$ cat src/rtl/cec_sft_pkg.sv
package cec_sft_pkg;

  // Outcome of the most recent transfer, used by the history threshold
  typedef enum logic [1:0] {
    HIST_NEW   = 2'd0,
    HIST_RETRY = 2'd1,
    HIST_SAME  = 2'd2
  } hist_e;

  typedef enum logic [1:0] {
    CNT_IDLE = 2'd0,
    CNT_RUN  = 2'd1,
    CNT_FREE = 2'd2
  } cnt_state_e;

endpackage

$ cat src/rtl/cec_sft_history.sv
module cec_sft_history
  import cec_sft_pkg::*;
(
  input  logic  clk,
  input  logic  rst_n,
  input  logic  enable,
  input  logic  tx_done,
  input  logic  tx_fail,
  input  logic  rx_done,
  output hist_e hist
);

  hist_e hist_q, hist_d;

  always_comb begin
    hist_d = hist_q;
    if (tx_done) begin
      hist_d = tx_fail ? HIST_RETRY : HIST_SAME;
    end else if (rx_done) begin
      hist_d = HIST_NEW;
    end
  end

  always_ff @(posedge clk or negedge rst_n) begin
    if (!rst_n) begin
      hist_q <= HIST_NEW;
    end else if (!enable) begin
      hist_q <= HIST_NEW;
    end else begin
      hist_q <= hist_d;
    end
  end

  assign hist = hist_q;

endmodule

$ cat src/rtl/cec_sft_threshold.sv
module cec_sft_threshold
  import cec_sft_pkg::*;
#(
  parameter int CODE_W     = 3,
  parameter int CNT_W      = 4,
  parameter int RETRY_HALF = 5,
  parameter int NEW_HALF   = 9,
  parameter int SAME_HALF  = 13
) (
  input  logic [CODE_W-1:0] code,
  input  hist_e             hist,
  output logic [CNT_W-1:0]  thr
);

  always_comb begin
    if (code == '0) begin
      unique case (hist)
        HIST_RETRY: thr = CNT_W'(RETRY_HALF);
        HIST_SAME:  thr = CNT_W'(SAME_HALF);
        default:    thr = CNT_W'(NEW_HALF);
      endcase
    end else begin
      // 0.5 + (code-1) periods, in half periods: 2*code - 1
      thr = CNT_W'((2 * int'(code)) - 1);
    end
  end

endmodule

$ cat src/rtl/cec_sft_counter.sv
module cec_sft_counter
  import cec_sft_pkg::*;
#(
  parameter int CNT_W = 4
) (
  input  logic             clk,
  input  logic             rst_n,
  input  logic             enable,
  input  logic             arm,
  input  logic             stop,
  input  logic             line_in,
  input  logic             half_tick,
  input  logic [CNT_W-1:0] thr,
  output logic             free
);

  cnt_state_e       st_q, st_d;
  logic [CNT_W-1:0] cnt_q, cnt_d;
  logic [CNT_W-1:0] cnt_inc;

  assign cnt_inc = cnt_q + 1'b1;

  always_comb begin
    st_d  = st_q;
    cnt_d = cnt_q;
    if (arm) begin
      st_d  = CNT_RUN;
      cnt_d = '0;
    end else if (stop) begin
      st_d  = CNT_IDLE;
      cnt_d = '0;
    end else if ((st_q != CNT_IDLE) && !line_in) begin
      st_d  = CNT_RUN;
      cnt_d = '0;
    end else if ((st_q == CNT_RUN) && half_tick) begin
      cnt_d = cnt_inc;
      if (cnt_inc >= thr) begin
        st_d = CNT_FREE;
      end
    end
  end

  always_ff @(posedge clk or negedge rst_n) begin
    if (!rst_n) begin
      st_q  <= CNT_IDLE;
      cnt_q <= '0;
    end else if (!enable) begin
      st_q  <= CNT_IDLE;
      cnt_q <= '0;
    end else begin
      st_q  <= st_d;
      cnt_q <= cnt_d;
    end
  end

  assign free = (st_q == CNT_FREE);

endmodule

$ cat src/rtl/cec_sft_gate.sv
module cec_sft_gate
  import cec_sft_pkg::*;
#(
  parameter int CODE_W     = 3,
  parameter int RETRY_HALF = 5,
  parameter int NEW_HALF   = 9,
  parameter int SAME_HALF  = 13
) (
  input  logic              clk,
  input  logic              rst_n,
  input  logic              enable,
  input  logic [CODE_W-1:0] sft_code,
  input  logic              start_on_end,
  input  logic              som_req,
  input  logic              tx_done,
  input  logic              tx_fail,
  input  logic              rx_done,
  input  logic              line_in,
  input  logic              half_tick,
  output logic              bus_free
);

  localparam int CODE_MAX_HALF = 2 * ((1 << CODE_W) - 1) - 1;
  localparam int HM1           = (RETRY_HALF > NEW_HALF) ? RETRY_HALF : NEW_HALF;
  localparam int HIST_MAX_HALF = (HM1 > SAME_HALF) ? HM1 : SAME_HALF;
  localparam int MAX_HALF      = (CODE_MAX_HALF > HIST_MAX_HALF) ? CODE_MAX_HALF : HIST_MAX_HALF;
  localparam int CNT_W         = $clog2(MAX_HALF + 1);

  hist_e            hist;
  logic [CNT_W-1:0] thr;
  logic             arm;
  logic             stop;

  assign arm  = start_on_end ? (tx_done | rx_done) : som_req;
  assign stop = start_on_end & som_req;

  cec_sft_history u_hist (
    .clk     (clk),
    .rst_n   (rst_n),
    .enable  (enable),
    .tx_done (tx_done),
    .tx_fail (tx_fail),
    .rx_done (rx_done),
    .hist    (hist)
  );

  cec_sft_threshold #(
    .CODE_W     (CODE_W),
    .CNT_W      (CNT_W),
    .RETRY_HALF (RETRY_HALF),
    .NEW_HALF   (NEW_HALF),
    .SAME_HALF  (SAME_HALF)
  ) u_thr (
    .code (sft_code),
    .hist (hist),
    .thr  (thr)
  );

  cec_sft_counter #(
    .CNT_W (CNT_W)
  ) u_cnt (
    .clk       (clk),
    .rst_n     (rst_n),
    .enable    (enable),
    .arm       (arm),
    .stop      (stop),
    .line_in   (line_in),
    .half_tick (half_tick),
    .thr       (thr),
    .free      (bus_free)
  );

endmodule

$ cat config.mk
export PLATFORM = sky130hd
export DESIGN_NAME = cec_sft_gate
export DESIGN_NICKNAME = d
export VERILOG_FILES = /design/src/rtl/cec_sft_pkg.sv /design/src/rtl/cec_sft_history.sv /design/src/rtl/cec_sft_threshold.sv /design/src/rtl/cec_sft_counter.sv /design/src/rtl/cec_sft_gate.sv
export SDC_FILE = /design/constraint.sdc
export NUM_CORES = 1
export LEC_CHECK = 0
export BUFFER_PORTS_ARGS = -buffer_cell sky130_fd_sc_hd__buf_2
export CORE_AREA = 10 10 47 49
export CTS_CLUSTER_SIZE = 10
export DETAILED_ROUTE_END_ITERATION = 7
export DIE_AREA = 0 0 57 59
export PLACE_DENSITY = 0.66
export SYNTH_ARGS = -nofsm -noshare
export SYNTH_HDL_FRONTEND = slang
export SYNTH_SLANG_ARGS = --single-unit
$ cat constraint.sdc
create_clock -name clk -period 2.3 [get_ports clk]
set_input_delay 0.23 -clock clk [delete_from_list [all_inputs] [get_ports clk]]
set_output_delay 0.23 -clock clk [all_outputs]
set_load 0.005 [all_outputs]
# Word level (Yosys, flattened, before mapping)
# Index checks and enable logic that the tools add are counted.
# totals
ff_bits,8
out_inout_bits,1
elab_cells,39
# op_classes
add_sub_neg,2
n_lt_le_gt_ge,1
eq_ne,7
n_mux,18
bitwise,2
reduce_logical,6
# ops
cell,count
$mux 4,6
$mux 2,10
$ne 5x1->1 const B,2
$pmux 4 s2,1
$add 4x1->4 const B,1
$eq 2x1->1 const B,2
$eq 2x2->1 const B,2
$ge 4x4->1,1
$sub 4x1->4 const B,1
$logic_not 3->1,1
$ne 3x1->1 const B,1
$logic_and 1x1->1,2
$reduce_and 2->1,1
$reduce_bool 2->1,1
$and 1x1->1,1
$logic_not 1->1,1
$mux 1,1
$or 1x1->1,1

# Logic depth before layout (Yosys ltp)
# logic_depth
ltp_word,10
depth_mapped,10
depth_no_buf,10

# Hierarchy
# From an unflattened synthesis, not the netlist that was laid out.
# unflattened
hier_cells,69
area_unflattened_um2,633.1
# modules_own_cells
mod,instances,cells_per_inst,area_each_um2
cec_sft_counter,1,46,436.7
cec_sft_history,1,7,88.8
cec_sft_threshold,1,12,87.6
cec_sft_gate,1,4,20.0

# Worst setup path after synthesis
# OpenSTA, ideal clock, no wires.
# synth_path
kind,input port to flip-flop
from,in sft_code[0]
to,reg u_cnt.st_q[0]
setup_ns,0.066
arrival_time_ns,1.780
required_ns,2.234
setup_slack_ns,0.454
cell_stages,8
path_buffers,0
cell_sequence,inv_1 ha_1 nand2b_1 mux2_2 ha_1 a311o_1 o21ai_2 a41o_1
# synth_between
elab_chain_len,5
# synth_lines
element,line_no,rtl
"start, declared",cec_sft_gate.sv:12,"input logic [CODE_W-1:0] sft_code,"
$sub 4x1->4 or $logic_not 3->1 (tied branches),"cec_sft_threshold.sv:24, cec_sft_threshold.sv:16",
$mux 4 (*),cec_sft_threshold.sv:16,if (code == '0) begin
$ge 4x4->1 (*),cec_sft_counter.sv:37,if (cnt_inc >= thr) begin
$ne 5x1->1 (no source line) (*),--,
$reduce_and 2->1 (no source line) (*),--,
"end signal, assigned",cec_sft_counter.sv:51,st_q <= st_d;
"end, declared",cec_sft_counter.sv:17,"cnt_state_e st_q, st_d;"
# Every way passes the cells marked *; elsewhere a longest branch is shown, timed or not.
# A chain may end at the register's enable or synchronous reset.

# Final worst setup path
# layout_path
from,reg u_hist.hist_q[0] (netlist: u_hist.hist[0])
to,reg u_cnt.st_q[0]
# layout_between
elab_chain_len,6
# layout_lines
element,line_no,rtl
"start, declared",cec_sft_history.sv:13,"hist_e hist_q, hist_d;"
"start signal, assigned",cec_sft_history.sv:30,hist_q <= hist_d;
$eq 2x2->1 or $eq 2x1->1 (tied branches),cec_sft_threshold.sv:17,unique case (hist)
$pmux 4 s2 (*),cec_sft_threshold.sv:17,
$mux 4 (*),cec_sft_threshold.sv:16,
$ge 4x4->1 (*),cec_sft_counter.sv:37,
$ne 5x1->1 (no source line) (*),--,
$reduce_and 2->1 (no source line) (*),--,
# Marks and branches as above.

==> metrics <==
status finished clean; Die X-Extent 57 µm; Die Y 59 µm; RD Place Congestion 0.825; core area 1400 µm²; RSZ-0062 raised after global routing false; hold_buf cts 1; Post-synth EDFFs 0; setup TNS 0 ps; dominant cells by area after synthesis dfrtp_1 35%, ha_1 13%, nor2_1 6.0%; Cell Area, Synth 566 µm²; ANT cells 0; Clock Sink Count 8; layout cells sized above 1 26.0%; Final Hold Fails 0; Worst EP required 2490 ps; WP buf/inv 0; P_leak 0.000347 µW; global route overflow 0; drt drc 0; Clk Latency, worst-skew pair 250 ps; FP Rows 14; Post-CTS Setup Bufs 0; overall power 302 µW; post-synthesis cell count 60; DR WL/cell 11.3 µm; post-route cell area 683 µm²; Register Area 200 µm²; Final Max Tran Viols 0; Worst Max-Slew Pin Slew 223 ps; Crit. Startpoint u_hist.hist[0]; Min Hold Slack 232 ps; WS Path Type reg -> reg; Area after DPL 651 µm²; clk buf depth 2; Internal Power 231 µW; Num CTS Buffers 3; Slew headroom 85.1%; clock skew 1.71 ps; Worst EP arrival 2100 ps; Hold Crit Depth 2; Area Growth Syn to Fin 20.8%; TritonRoute pass-1 iters 4; Worst-path clk slew 50 ps; Worst Hold Launch enable; crit path time final 1910 ps; Multi-input gate area 347 µm²; maxcap violations 0; Synth Net Count 79; hold worst-path end u_hist.hist[1]; Vias/cell 4.78; NumNets Final 98; crit path launch type flop; switching portion of total power 23.6%; routed wire length 1.05 mm; register bit total from synthesis 8; IO buf count 13; unique cell type count in the Yosys netlist 27; initial antenna violation count 0; all-layer global routing usage 6.61%; Synth area leader dfrtp_1; critical path's top delay family compound AO/OA/AOI/OAI gates; final setup vio count 0; fraction of synthesized area in multiplexers 7.74%; antenna-violating nets left 0; critical path depth 6; Seq/Total Area, Yosys 35.4%; filler cell count 148; FF-to-FF path depth 6; post-CTS resize count 0; crit share post-route 83.0%; htree depth 1; ys async rst share 100%; Non-Filler Instances 93; xor/xnor cell area share of the yosys netlist 7.74%; crit path max-delay cell type dfrtp_1; Pwr per Cell Area 442 nW/µm²; initial cell density of the core 40.4%; Flop pwr share 48.9%; first-pass GRT wire length 1.81 mm; Max Fclk 524 MHz; min-delay worst type in -> reg; RR Startpoint u_hist.hist[0]; kind of end point of the critical path flop; Synth top cells by count 9 x nor2_1, 8 x dfrtp_1, 6 x ha_1; worst-path fanout max 2; most used cell, CP ha_1; worst path cell trace ha_1 -> mux2_2 -> ha_1 -> a311o_1 -> o21ai_2 -> a41o_1; HPWL after DPL 893 µm; root buffer cell clkbuf_4; largest net degree at the start of global routing 9; DIE AREA 3360 µm²; Post-synth top flop dfrtp_1; largest family of logic cells by synthesized area simple AND/OR/NAND/NOR gates; R2R Setup Slk 390 ps; Post-Synth Adder-Cell Area 13.3%; vias after detailed routing 445; clock share of power 33.9%; Comb pwr share 17.2%; Max VDD drop 265 µV; top-area cell type share of the netlist area 35.4%; reg2reg end u_cnt.st_q[0]; # IOs 14; placed instance count 89; DR iter-0 viols 5; simple-gate portion of the synthesized area 18.6%; syn_area_per_cell 9.43 µm²; NetSw 71.4 µW; most frequent cell after synthesis nor2_1; Synth Warn # 0; post-synthesis compound-gate area fraction 13.9%; vias in the first global route 454; TritonCTS clock tree done; slowest stage delay, CP 380 ps
==> how the worst max path moves through the flow <==
| stage | endpoint |
|---|---|
| after floorplan | u_cnt.st_q[0] |
| after global placement | u_cnt.st_q[0] |
| after detailed placement | u_cnt.st_q[0] |
| after CTS | u_cnt.st_q[0] |
| after global routing | u_cnt.st_q[0] |
| final | u_cnt.st_q[0] |
==> registers in the layout, summed over array words and instances, names as in the netlist <==
signal and cells:
u_cnt.cnt_q 4, u_cnt.st_q 2, u_hist.hist 2
==> power groups by stage <==
stage	Sequential [µW]	Clock, µW	Combinational [µW]
2_1_floorplan	149	0	30.6
3_3_place_gp	150	0	50.2
3_5_place_dp	150	0	51.5
4_1_cts	147	109	53.0
5_1_grt	148	118	60.0
6_report	148	103	51.9
==> cell families after synthesis <==
| logic type | Yosys count |
|---|---|
| muxes | 4 |
| and+or+nand+nor | 21 |
| AOI/OAI and AO/OA | 11 |
| adders and majority gates | 6 |
| buffers and inverters | 5 |
| xor gates and xnor gates | 5 |
| DFF | 8 |
==> final cells by class <==
| class | instances | area share, % |
|---|---|---|
| Timing Repair Buffer | 14 | 11.0 |
| Inverter | 5 | 2.75 |
| Tap cell | 16 | 2.93 |
| Clock buffer | 3 | 3.30 |
| Multi-Input combinational cell | 47 | 50.7 |
| Sequential cell | 8 | 29.3 |
==> metrics by stage <==
step,setup slack (ps),utilization (%)
after global placement,309,46.4
after global routing,241,48.8
after detailed placement,276,46.4
final,391,48.8
after CTS,377,48.8
after floorplan,454,-
==> layout by cell type, fill, tap and decap left out, types with 2 or more instances in the layout <==
cell type	count
ha_1	6
mux2_2	3
dfrtp_1	8
inv_1	5
nand2b_1	2
clkbuf_4	3
buf_2	13
xor2_1	2
nor2b_1	2
nor2_1	9
a21oi_1	2
nand2_1	2
xnor2_1	3
==> per-layer routing <==
layer	wire length, µm	track usage [%]	vias up	share of wire [%]
li1	-	-	240	-
met1	502	7.87	192	48
met2	470	9.30	11	45
met3	62	1.93	2	5.9
met4	14	6.04	0	1.3
met5	0	0	-	0
Power figures use the tool's default switching activity.
